## config.mk

```make
export PLATFORM = sky130hd
export DESIGN_NAME = sm_stack_core
export DESIGN_NICKNAME = d
export VERILOG_FILES = /design/src/rtl/sm_pkg.sv /design/src/rtl/sm_control.sv /design/src/rtl/sm_datapath.sv /design/src/rtl/sm_stack_core.sv
export SDC_FILE = /design/constraint.sdc
export NUM_CORES = 1
export LEC_CHECK = 0
export ABC_AREA = 1
export BUFFER_PORTS_ARGS = -buffer_cell sky130_fd_sc_hd__buf_2
export CAP_MARGIN = 20
export CORE_ASPECT_RATIO = 0.5
export CORE_MARGIN = 4
export CORE_UTILIZATION = 45
export DETAILED_ROUTE_END_ITERATION = 8
export PLACE_DENSITY = 0.62
export SETUP_SLACK_MARGIN = 0.02
export SLEW_MARGIN = 10
export SYNTH_ARGS = -nofsm -noshare
export SYNTH_HDL_FRONTEND = slang
export SYNTH_SLANG_ARGS = --single-unit
```

## constraint.sdc

```tcl
create_clock -name clk -period 7.15 [get_ports clk]
set_input_delay 0 -clock clk [delete_from_list [all_inputs] [get_ports clk]]
set_output_delay 0 -clock clk [all_outputs]
set_load 0.03 [all_outputs]
```

## src/rtl/sm_pkg.sv

```systemverilog
package sm_pkg;
  localparam logic [7:0] OP_PUSH = 8'h10;
  localparam logic [7:0] OP_POP  = 8'h11;
  localparam logic [7:0] OP_ADD  = 8'h20;
  localparam logic [7:0] OP_MUL  = 8'h21;
  localparam logic [7:0] OP_HALT = 8'hFF;

  typedef enum logic [2:0] {
    ST_OPC, ST_ALO, ST_AHI, ST_XFER, ST_EXEC, ST_STOP
  } state_t;

  typedef struct packed {
    logic pcInc;    // advance program counter past a fetched byte
    logic addrLo;   // capture low address byte
    logic addrHi;   // capture high address byte
    logic useAddr;  // drive operand address instead of PC
    logic pushRd;   // push read data onto stack
    logic popTop;   // drop top of stack
    logic aluGo;    // combine two top entries
    logic aluMul;   // select product instead of sum
  } strobes_t;
endpackage

```

## src/rtl/sm_control.sv

```systemverilog
module sm_control
  import sm_pkg::*;
#(
  parameter int DATA_W = 8,
  parameter int DEPTH  = 8,
  parameter int CNT_W  = 32,
  localparam int DEP_W = $clog2(DEPTH + 1)
) (
  input  logic              clk,
  input  logic              rstN,
  input  logic [DATA_W-1:0] memRdata,
  input  logic [DEP_W-1:0]  depth,
  output strobes_t          stb,
  output logic              memRd,
  output logic              memWr,
  output logic              halted,
  output logic              overflow,
  output logic              underflow,
  output logic [CNT_W-1:0]  cycleCount
);
  state_t state, stateNext;
  logic phase;
  logic access;
  logic [DATA_W-1:0] opc;
  logic setOvf, setUdf;

  assign access = (state == ST_OPC) || (state == ST_ALO) ||
                  (state == ST_AHI) || (state == ST_XFER);
  assign halted = (state == ST_STOP);

  always_comb begin
    stb       = '0;
    memRd     = 1'b0;
    memWr     = 1'b0;
    setOvf    = 1'b0;
    setUdf    = 1'b0;
    stateNext = state;
    case (state)
      ST_OPC: begin
        memRd = 1'b1;
        if (phase) begin
          stb.pcInc = 1'b1;
          case (memRdata)
            OP_PUSH:
              if (depth == DEP_W'(DEPTH)) begin
                setOvf    = 1'b1;
                stateNext = ST_STOP;
              end else stateNext = ST_ALO;
            OP_POP:
              if (depth == '0) begin
                setUdf    = 1'b1;
                stateNext = ST_STOP;
              end else stateNext = ST_ALO;
            OP_ADD, OP_MUL:
              if (depth < DEP_W'(2)) begin
                setUdf    = 1'b1;
                stateNext = ST_STOP;
              end else stateNext = ST_EXEC;
            default: stateNext = ST_STOP;
          endcase
        end
      end
      ST_ALO: begin
        memRd = 1'b1;
        if (phase) begin
          stb.pcInc  = 1'b1;
          stb.addrLo = 1'b1;
          stateNext  = ST_AHI;
        end
      end
      ST_AHI: begin
        memRd = 1'b1;
        if (phase) begin
          stb.pcInc  = 1'b1;
          stb.addrHi = 1'b1;
          stateNext  = ST_XFER;
        end
      end
      ST_XFER: begin
        stb.useAddr = 1'b1;
        if (opc == OP_PUSH) memRd = 1'b1;
        else                memWr = 1'b1;
        if (phase) begin
          if (opc == OP_PUSH) stb.pushRd = 1'b1;
          else                stb.popTop = 1'b1;
          stateNext = ST_OPC;
        end
      end
      ST_EXEC: begin
        stb.aluGo  = 1'b1;
        stb.aluMul = (opc == OP_MUL);
        stateNext  = ST_OPC;
      end
      default: ;
    endcase
  end

  always_ff @(posedge clk or negedge rstN) begin
    if (!rstN) begin
      state      <= ST_OPC;
      phase      <= 1'b0;
      opc        <= '0;
      overflow   <= 1'b0;
      underflow  <= 1'b0;
      cycleCount <= '0;
    end else begin
      state     <= stateNext;
      phase     <= access && !phase;
      if (state == ST_OPC && phase) opc <= memRdata;
      overflow  <= overflow | setOvf;
      underflow <= underflow | setUdf;
      if (state != ST_STOP) cycleCount <= cycleCount + CNT_W'(1);
    end
  end

  p_rw_excl_r3: assert property (@(posedge clk) disable iff (!rstN)
    !(memRd && memWr));
  p_wr_two_r3: assert property (@(posedge clk) disable iff (!rstN)
    $rose(memWr) |=> memWr);
  p_halt_quiet_r8: assert property (@(posedge clk) disable iff (!rstN)
    halted |-> (!memRd && !memWr));
  p_halt_sticky_r8: assert property (@(posedge clk) disable iff (!rstN)
    halted |=> (halted && $stable(cycleCount)));
  p_ovf_sticky_r9: assert property (@(posedge clk) disable iff (!rstN)
    overflow |=> overflow);
  p_no_push_full_r9: assert property (@(posedge clk) disable iff (!rstN)
    stb.pushRd |-> (depth < DEP_W'(DEPTH)));
  p_udf_sticky_r10: assert property (@(posedge clk) disable iff (!rstN)
    underflow |=> underflow);
  p_alu_two_r6: assert property (@(posedge clk) disable iff (!rstN)
    stb.aluGo |-> (depth >= DEP_W'(2)));
endmodule

```

## src/rtl/sm_datapath.sv

```systemverilog
module sm_datapath
  import sm_pkg::*;
#(
  parameter int DATA_W = 8,
  parameter int DEPTH  = 8,
  localparam int ADDR_W = 2 * DATA_W,
  localparam int DEP_W  = $clog2(DEPTH + 1),
  localparam int PTR_W  = $clog2(DEPTH)
) (
  input  logic              clk,
  input  logic              rstN,
  input  strobes_t          stb,
  input  logic [DATA_W-1:0] memRdata,
  output logic [ADDR_W-1:0] memAddr,
  output logic [DATA_W-1:0] memWdata,
  output logic [DEP_W-1:0]  depth
);
  logic [ADDR_W-1:0] pc;
  logic [ADDR_W-1:0] addrReg;
  logic [DATA_W-1:0] stk [DEPTH];
  logic [PTR_W-1:0]  topIdx, secIdx, pushIdx;
  logic [DATA_W-1:0] sum;
  logic [2*DATA_W-1:0] prod;
  logic [DATA_W-1:0] aluRes;
  logic              wrEn;
  logic [PTR_W-1:0]  wrIdx;
  logic [DATA_W-1:0] wrData;

  assign topIdx  = PTR_W'(depth - DEP_W'(1));
  assign secIdx  = PTR_W'(depth - DEP_W'(2));
  assign pushIdx = PTR_W'(depth);

  assign sum    = stk[secIdx] + stk[topIdx];
  assign prod   = {{DATA_W{1'b0}}, stk[secIdx]} * {{DATA_W{1'b0}}, stk[topIdx]};
  assign aluRes = stb.aluMul ? prod[DATA_W-1:0] : sum;

  assign wrEn   = stb.pushRd | stb.aluGo;
  assign wrIdx  = stb.pushRd ? pushIdx : secIdx;
  assign wrData = stb.pushRd ? memRdata : aluRes;

  assign memAddr  = stb.useAddr ? addrReg : pc;
  assign memWdata = stk[topIdx];

  for (genvar g = 0; g < DEPTH; g++) begin : g_slot
    logic [DATA_W-1:0] slot;
    always_ff @(posedge clk or negedge rstN) begin
      if (!rstN)                              slot <= '0;
      else if (wrEn && wrIdx == PTR_W'(g))    slot <= wrData;
    end
    assign stk[g] = slot;
  end

  always_ff @(posedge clk or negedge rstN) begin
    if (!rstN) begin
      pc      <= '0;
      addrReg <= '0;
      depth   <= '0;
    end else begin
      if (stb.pcInc)  pc <= pc + ADDR_W'(1);
      if (stb.addrLo) addrReg[DATA_W-1:0]      <= memRdata;
      if (stb.addrHi) addrReg[ADDR_W-1:DATA_W] <= memRdata;
      if (stb.pushRd)                    depth <= depth + DEP_W'(1);
      else if (stb.popTop || stb.aluGo)  depth <= depth - DEP_W'(1);
    end
  end

  p_push_grow_r4: assert property (@(posedge clk) disable iff (!rstN)
    stb.pushRd |=> (depth == $past(depth) + DEP_W'(1)));
  p_pop_shrink_r5: assert property (@(posedge clk) disable iff (!rstN)
    stb.popTop |=> (depth == $past(depth) - DEP_W'(1)));
  p_alu_shrink_r6: assert property (@(posedge clk) disable iff (!rstN)
    stb.aluGo |=> (depth == $past(depth) - DEP_W'(1)));
  p_depth_bound_r9: assert property (@(posedge clk) disable iff (!rstN)
    depth <= DEP_W'(DEPTH));
endmodule

```

## src/rtl/sm_stack_core.sv

```systemverilog
module sm_stack_core
  import sm_pkg::*;
#(
  parameter int DATA_W = 8,
  parameter int DEPTH  = 8,
  parameter int CNT_W  = 32
) (
  input  logic                         clk,
  input  logic                         rstN,
  output logic [2*DATA_W-1:0]          memAddr,
  output logic                         memRd,
  output logic                         memWr,
  output logic [DATA_W-1:0]            memWdata,
  input  logic [DATA_W-1:0]            memRdata,
  output logic                         halted,
  output logic                         overflow,
  output logic                         underflow,
  output logic [$clog2(DEPTH+1)-1:0]   depth,
  output logic [CNT_W-1:0]             cycleCount
);
  strobes_t stb;

  sm_control #(.DATA_W(DATA_W), .DEPTH(DEPTH), .CNT_W(CNT_W)) i_control (
    .clk(clk), .rstN(rstN), .memRdata(memRdata), .depth(depth), .stb(stb),
    .memRd(memRd), .memWr(memWr), .halted(halted), .overflow(overflow),
    .underflow(underflow), .cycleCount(cycleCount)
  );

  sm_datapath #(.DATA_W(DATA_W), .DEPTH(DEPTH)) i_datapath (
    .clk(clk), .rstN(rstN), .stb(stb), .memRdata(memRdata),
    .memAddr(memAddr), .memWdata(memWdata), .depth(depth)
  );
endmodule

```

# --- Word-level counts from Yosys, hierarchy flattened ---
# Cells that the tools add are included.
classes:
  addsub: 6
  n_mul: 1
  n_lt_le_gt_ge: 3
  n_eq_ne: 24
  n_mux: 42
  bitwise: 5
  reduce_logical: 24
ops:
  columns: ["cell", "n"]
  rows:
  - ["binary-select mux 8 bit (select 3 bit)", 2]
  - ["2-to-1 mux 8 bit", 6]
  - ["adder 32 x 1 -> 32 bit (second input constant)", 1]
  - ["equality test 8 x 5 -> 1 bit (second input constant)", 3]
  - ["equality test 8 x 6 -> 1 bit (second input constant)", 3]
  - ["2-to-1 mux 3 bit", 8]
  - ["equality test 3 bit (second input constant)", 6]
  - ["adder 16 x 1 -> 16 bit (second input constant)", 1]
  - ["2-to-1 mux 16 bit", 1]
  - ["2-to-1 mux 1 bit", 15]
  - ["case mux 3 bit (5 select lines)", 1]
  - ["equality test 3 x 2 -> 1 bit (second input constant)", 4]
  - ["logical AND 1 bit", 10]
  - ["case mux 3 bit (3 select lines)", 1]
  - ["adder 8 bit", 1]
  - ["greater-or-equal comparator 4 bit (second input constant)", 2]
  - ["multiplier 8 x 8 -> 8 bit", 1]
  - ["2-to-1 mux 4 bit", 2]
  - ["inequality test 2 x 1 -> 1 bit (second input constant)", 4]
  - ["inverter 3 -> 4 bit", 2]
  - ["equality test 3 x 1 -> 1 bit (second input constant)", 2]
  - ["logical NOT 3 bit", 2]
  - ["2-to-1 mux 2 bit", 3]
  - ["case mux 1 bit (2 select lines)", 3]
  - ["other kinds (15)", 21]
totals:
  register_bits: 146
  elab_cells: 123

# --- Depth between registers and ports, before layout ---
logic_depth:
  depth_word: 8
  mapped_depth: 36

# --- By module ---
# From an unflattened synthesis, not the netlist that was laid out.
unflattened:
  cells_unflattened: 1389
  hier_area_um2: 9784.4
by_module_without_submodules:
  columns: ["module", "instances", "cells_each", "area_per_inst_um2", "seq_area_each_um2"]
  rows:
  - ["sm_datapath", 1, 1010, 7038.0, 2502.4]
  - ["sm_control", 1, 379, 2746.4, 1151.1]

# --- Least setup slack after synthesis ---
# No wires, ideal clock.
synth_timing:
  path_type: "register -> register"
  start: "register i_datapath.depth[1]"
  end: "register i_datapath.g_slot[4].slot[7]"
  setup_ps: 65
  arrival_ps: 5852
  required_time_ps: 7085
  setup_slack_ps: 1233
  path_stages_with_launch: 36
  n_path_buf: 3
  synth_period_minus_slack_ps: 5917
  cell_sequence: "dfrtp_1 -> buf_2 -> inv_2 -> buf_4 -> ha_1 -> clkbuf_1 -> nand3_1 -> nand2_1 -> nand2_1 -> nand2_1 -> ha_1 -> inv_1 -> fa_1 -> inv_1 -> ha_1 -> fa_1 -> inv_1 -> fa_1 -> inv_1 -> ha_1 -> nand2_1 -> nor2_1 -> a211oi_1 -> nand3b_1 -> nand2_1 -> inv_1 -> nand2_1 -> nand2_1 -> nand2_1 -> nand2_1 -> inv_1 -> nand2_1 -> nand3_2 -> nand2_4 -> nand3_1 -> nand2_1"
synth_via:
  elab_chain_len: 8
  elab_cells_between_ends: 17
synth_rtl:
  columns: ["item", "line", "text"]
  rows:
  - ["start: declaration", "sm_datapath.sv:16", "output logic [DEP_W-1:0] depth"]
  - ["start signal: assignment", "sm_datapath.sv:62", "if (stb.pushRd) depth <= depth + DEP_W'(1);"]
  - ["start signal: assignment", "sm_datapath.sv:63", "else if (stb.popTop || stb.aluGo) depth <= depth - DEP_W'(1);"]
  - ["subtractor 4 x 1 -> 4 bit *", null, null]
  - ["inverter 3 -> 4 bit *", null, null]
  - ["binary-select mux 8 bit (select 3 bit) *", null, null]
  - ["2-to-1 mux 8 bit * (2 in a row)", null, null]
  - ["named net memWdata[3]", "sm_stack_core.sv:13", "output logic [DATA_W-1:0] memWdata,"]
  - ["multiplier 8 x 8 -> 8 bit / adder 8 bit (equally long branches)", "sm_datapath.sv:34, sm_datapath.sv:33", null]
  - ["2-to-1 mux 8 bit *", "sm_datapath.sv:35", "assign aluRes = stb.aluMul ? prod[DATA_W-1:0] : sum;"]
  - ["2-to-1 mux 8 bit *", "sm_datapath.sv:39", "assign wrData = stb.pushRd ? memRdata : aluRes;"]
  - ["end signal: assignment", "sm_datapath.sv:48", "else if (wrEn && wrIdx == PTR_W'(g)) slot <= wrData;"]
  - ["end: declaration", "sm_datapath.sv:45", "logic [DATA_W-1:0] slot;"]
# Mark *: on every way through the listed nets, which the timed path passes. The rest lies on a longest branch. The select of a mux whose other input is x is not followed.
# A chain may end at the register's enable or synchronous reset.

# --- Worst setup path in the final report ---
layout_timing:
  start: "register i_datapath.depth[0]"
  end: "register i_datapath.g_slot[6].slot[7]"
layout_via:
  elab_chain_len: 8
  elab_cells_between_ends: 17
layout_rtl:
  columns: ["item", "line"]
  rows:
  - ["subtractor 4 x 1 -> 4 bit / subtractor 3 x 2 -> 3 bit (equally long branches)", null]
  - ["inverter 3 -> 4 bit (not written as such)", "sm_datapath.sv:33, sm_datapath.sv:34"]
  - ["binary-select mux 8 bit (select 3 bit)", "sm_datapath.sv:33, sm_datapath.sv:34"]
  - ["2-to-1 mux 8 bit (not written as such) (2 in a row)", "sm_datapath.sv:33, sm_datapath.sv:34"]
  - ["multiplier 8 x 8 -> 8 bit / adder 8 bit (equally long branches)", "sm_datapath.sv:34, sm_datapath.sv:33"]
  - ["2-to-1 mux 8 bit", "sm_datapath.sv:35"]
  - ["2-to-1 mux 8 bit", "sm_datapath.sv:39"]
  - ["end signal: assignment", "sm_datapath.sv:48"]
  - ["end: declaration", "sm_datapath.sv:45"]
# Several ways; a longest one is shown, not always the timed one. The select of a mux whose other input is x is not followed.

==> impl_results.md <==
* RSZ-0062 raised after global routing: no
* Fin. Hold Viols at 0
* PwrDens at between 150 and 200 nW/um^2
* Yosys top cell area share at 39.10%
* TritonCTS Buffers at 17
* Post-Synthesis Cells at about 1200
* CP dominant cell by count: nand2_1
* Synth Cell Area at slightly above 9000 sq um
* Startpoint types: flip-flop
* Most frequent cells in the layout: 399 x nand2_1, 176 x inv_1, 145 x dfrtp_1
* Slew Limit Fails at 0
* Worst Path Arrival at roughly 6.5 ns
* Yosys reg bits at 146
* PostCTS Resize Cnt at 0
* Max Cap Viol at 0
* Final Non-Filler Cells at around 1600
* Synth area leaders: dfrtp_1 39%, nand2_1 16%, inv_1 7.1%, o21ai_0 5.5%, nand3_1 4.4%
* Switching share of power at a little over a fifth
* Endpoint class of the critical path: flip-flop
* IO Port Bufs at between 70 and 80
* Pint at between 1 and 1.5 mW
* Residual DRC at 0
* Vias in the first global route at 7850
* Period minus WS final at 6.143 ns
* Longest Clk Path Bufs at 2
* DR pass1 iterations at 6
* Final core occ at 53.21%
* GRT overflow at 0
* Initial Util at 46.93%
* Yosys top cell by area: dfrtp_1
* Die area at 23270 sq um
* Slew headroom at approximately a third
* Number of antenna violations at the first check in global routing at 0
* Core Box Area at around 20000 sq um
* Layout cell share with drive strength beyond 1 at 13.10%
* Clk root buf: clkbuf_16
* DP Cell Count at 1553
* Post-synth net total at between 1000 and 1500
* Syn-to-layout area delta at 13.36%
* Worst Hold Class: in2reg
* Critical path class: reg2reg
* Slew at the pin closest to its max-slew limit at 1.002 ns
* Fin Setup TNS at 0 ns
* Power share of the clock group at ~52%
* Largest net degree at the start of global routing at 89
* WL final at 24.72 mm
* Warnings, synthesis at 0
* Core Rows at 36
* H-tree levels at 4
* Worst stage delay on the critical path at 0.74 ns
* Top_reg_cell synth: dfrtp_1
* Peak Freq at 0.1628 GHz
* Sequential share of the synthesized area at 39.10%
* Final antenna-violating net count at 0
* Final net count at 1369
* Async SR Flop Fraction at between 90% and 100%
* CTS sink count at 146
* Sequential share of power at 46.3%
* Hold buffers post-CTS at 7
* TritonCTS clock tree: done
* Netlist cell types at 48
* Number of flops mapped to enable cells by yosys at 0
* # Post-CTS Setup Buffers at 0
* Die width at roughly 210 um
* Num ports at 75
* GPL Wtd Cong at 0.9043
* Final HPWL from detailed placement at about 18 mm
* Switching power at 389.4 uW
* Leakage power at 5.576 nW
* Status: complete, no violations
* CP required at 7.52 ns
* Routed vias at 8175
* Gr usage total at 22.50%
* Die height at 109.9 um
* Power Total at 1.788 mW
* Worst-path clk slew at 0.06 ns
* Clk Latency, worst-skew pair at 0.44 ns
* Iter 0 DRT Violations at 698
* Global-route wire length before repair at 41.14 mm
* Clock skew at roughly 0.0076 ns
* Max VDD drop at between 0.1 and 0.15 mV
* Commonest non-fill, non-tap cell in the layout: nand2_1
* Max FO, Critical Path at 21
* Drt wl/cell at 15.51 um
* Crit-path slowest cell: ha_1
* Via density at 5.129
* Antenna diodes at 0
* Tcrit/Tclk final at 85.91%
* Final setup violation count at 0
* Combinational share of power at 1.6%
* Syn_area_per_cell at 7.517 sq um
-- metrics by stage --
stage / area, sq um / hold WS [ns] / worst slack [ns]
global route: 10590 / 0.02020 / 0.5004
CTS: 10580 / 0.02063 / 1.055
global placement: 9896 / 0.07032 / 1.180
finish: 10590 / 0.03547 / 1.007
floorplan: 9344 / -0.2956 / 1.233
detailed placement: 9896 / 0.07988 / 1.078
-- routing by layer --
layer  GRT usage, %  wire (um)  part of all wire, %
met1          32.69      12240                   50
met3          4.247       1236                  5.0
met4          7.028        471                  1.9
met5              0          0                    0
met2          34.21      10770                   44
-- layout make-up --
cell class                      count  area, sq um
Clock inverter                     13        158.9
Tap cell                          266        332.8
Timing Repair Buffer               92        529.3
Fill cell                        1928         9316
Inverter                          190        713.2
Clock buffer                       19        452.9
Sequential cell                   146         3655
Multi-Input combinational cell    868         4751
-- kinds of logic after synthesis --
group / synth area share, %
simple gates: 29.07
compound gates: 9.427
xor+xnor: 5.410
flops: 39.10
buf+inv: 10.06
fa+ha+maj: 6.936
-- critical path: cells and delay by family, from the launching register on --
kind / cells / cell delay [ns]
compound gates: 1 / 0.23
fa+ha+maj: 7 / 3.10
buf+inv: 8 / 0.83
flops: 1 / 0.36
simple gates: 17 / 1.53
-- Yosys cell counts (6+ instances only) --
| cell | number |
|---|---|
| nor3_1 | 6 |
| xor2_1 | 40 |
| nor2_4 | 7 |
| nand4_1 | 13 |
| o211ai_1 | 17 |
| nand3_1 | 83 |
| nor2_1 | 54 |
| o21ai_1 | 10 |
| buf_4 | 7 |
| clkbuf_1 | 8 |
| dfrtp_1 | 146 |
| inv_1 | 176 |
| ha_1 | 31 |
| fa_1 | 13 |
| xnor2_1 | 14 |
| buf_2 | 19 |
| nand2_1 | 399 |
| nor4_1 | 10 |
| o21ai_0 | 102 |
| a21oi_1 | 17 |
| inv_2 | 14 |
-- worst paths after layout --
kind | start | end | slack (ns) | cells after the start
hold reg to reg | i_control.overflow$_DFF_PN0_ | i_control.overflow$_DFF_PN0_ | 0.47 | 2
hold / removal | memRdata[2] | i_control.opc[2]$_DFFE_PN0P_ | 0.04 | 3
setup / recovery | i_datapath.depth[0]$_DFFE_PN0P_ | i_datapath.g_slot[6].slot[7]$_DFFE_PN0P_ | 1.01 | 33
min in group asynchronous | rstN | i_datapath.g_slot[6].slot[1]$_DFFE_PN0P_ | 0.17 | 2
setup reg to reg | i_datapath.depth[0]$_DFFE_PN0P_ | i_datapath.g_slot[6].slot[7]$_DFFE_PN0P_ | 1.01 | 33
max in group asynchronous | rstN | i_datapath.pc[13]$_DFFE_PN0P_ | 5.58 | 3
-- flip-flops by register name (all words and copies together) (netlist names) --
| name | count |
|---|---|
| i_datapath.g_slot.slot | 64 |
| i_control.cycleCount | 32 |
| i_datapath.addrReg | 16 |
| i_datapath.pc | 16 |
| i_control.opc | 8 |
| i_datapath.depth | 4 |
| i_control.state | 3 |
| i_control.overflow | 1 |
| i_control.phase | 1 |
| i_control.underflow | 1 |
-- power groups by stage --
stage	clock (mW)	combinational, mW	sequential [mW]
after floorplan	0	0.00280	0.842
after global placement	0	0.0274	0.842
after detailed placement	0	0.0277	0.842
after CTS	0.947	0.0308	0.827
after global routing	0.988	0.0338	0.826
final	0.931	0.0293	0.827
(Power assumes the default switching activity.)
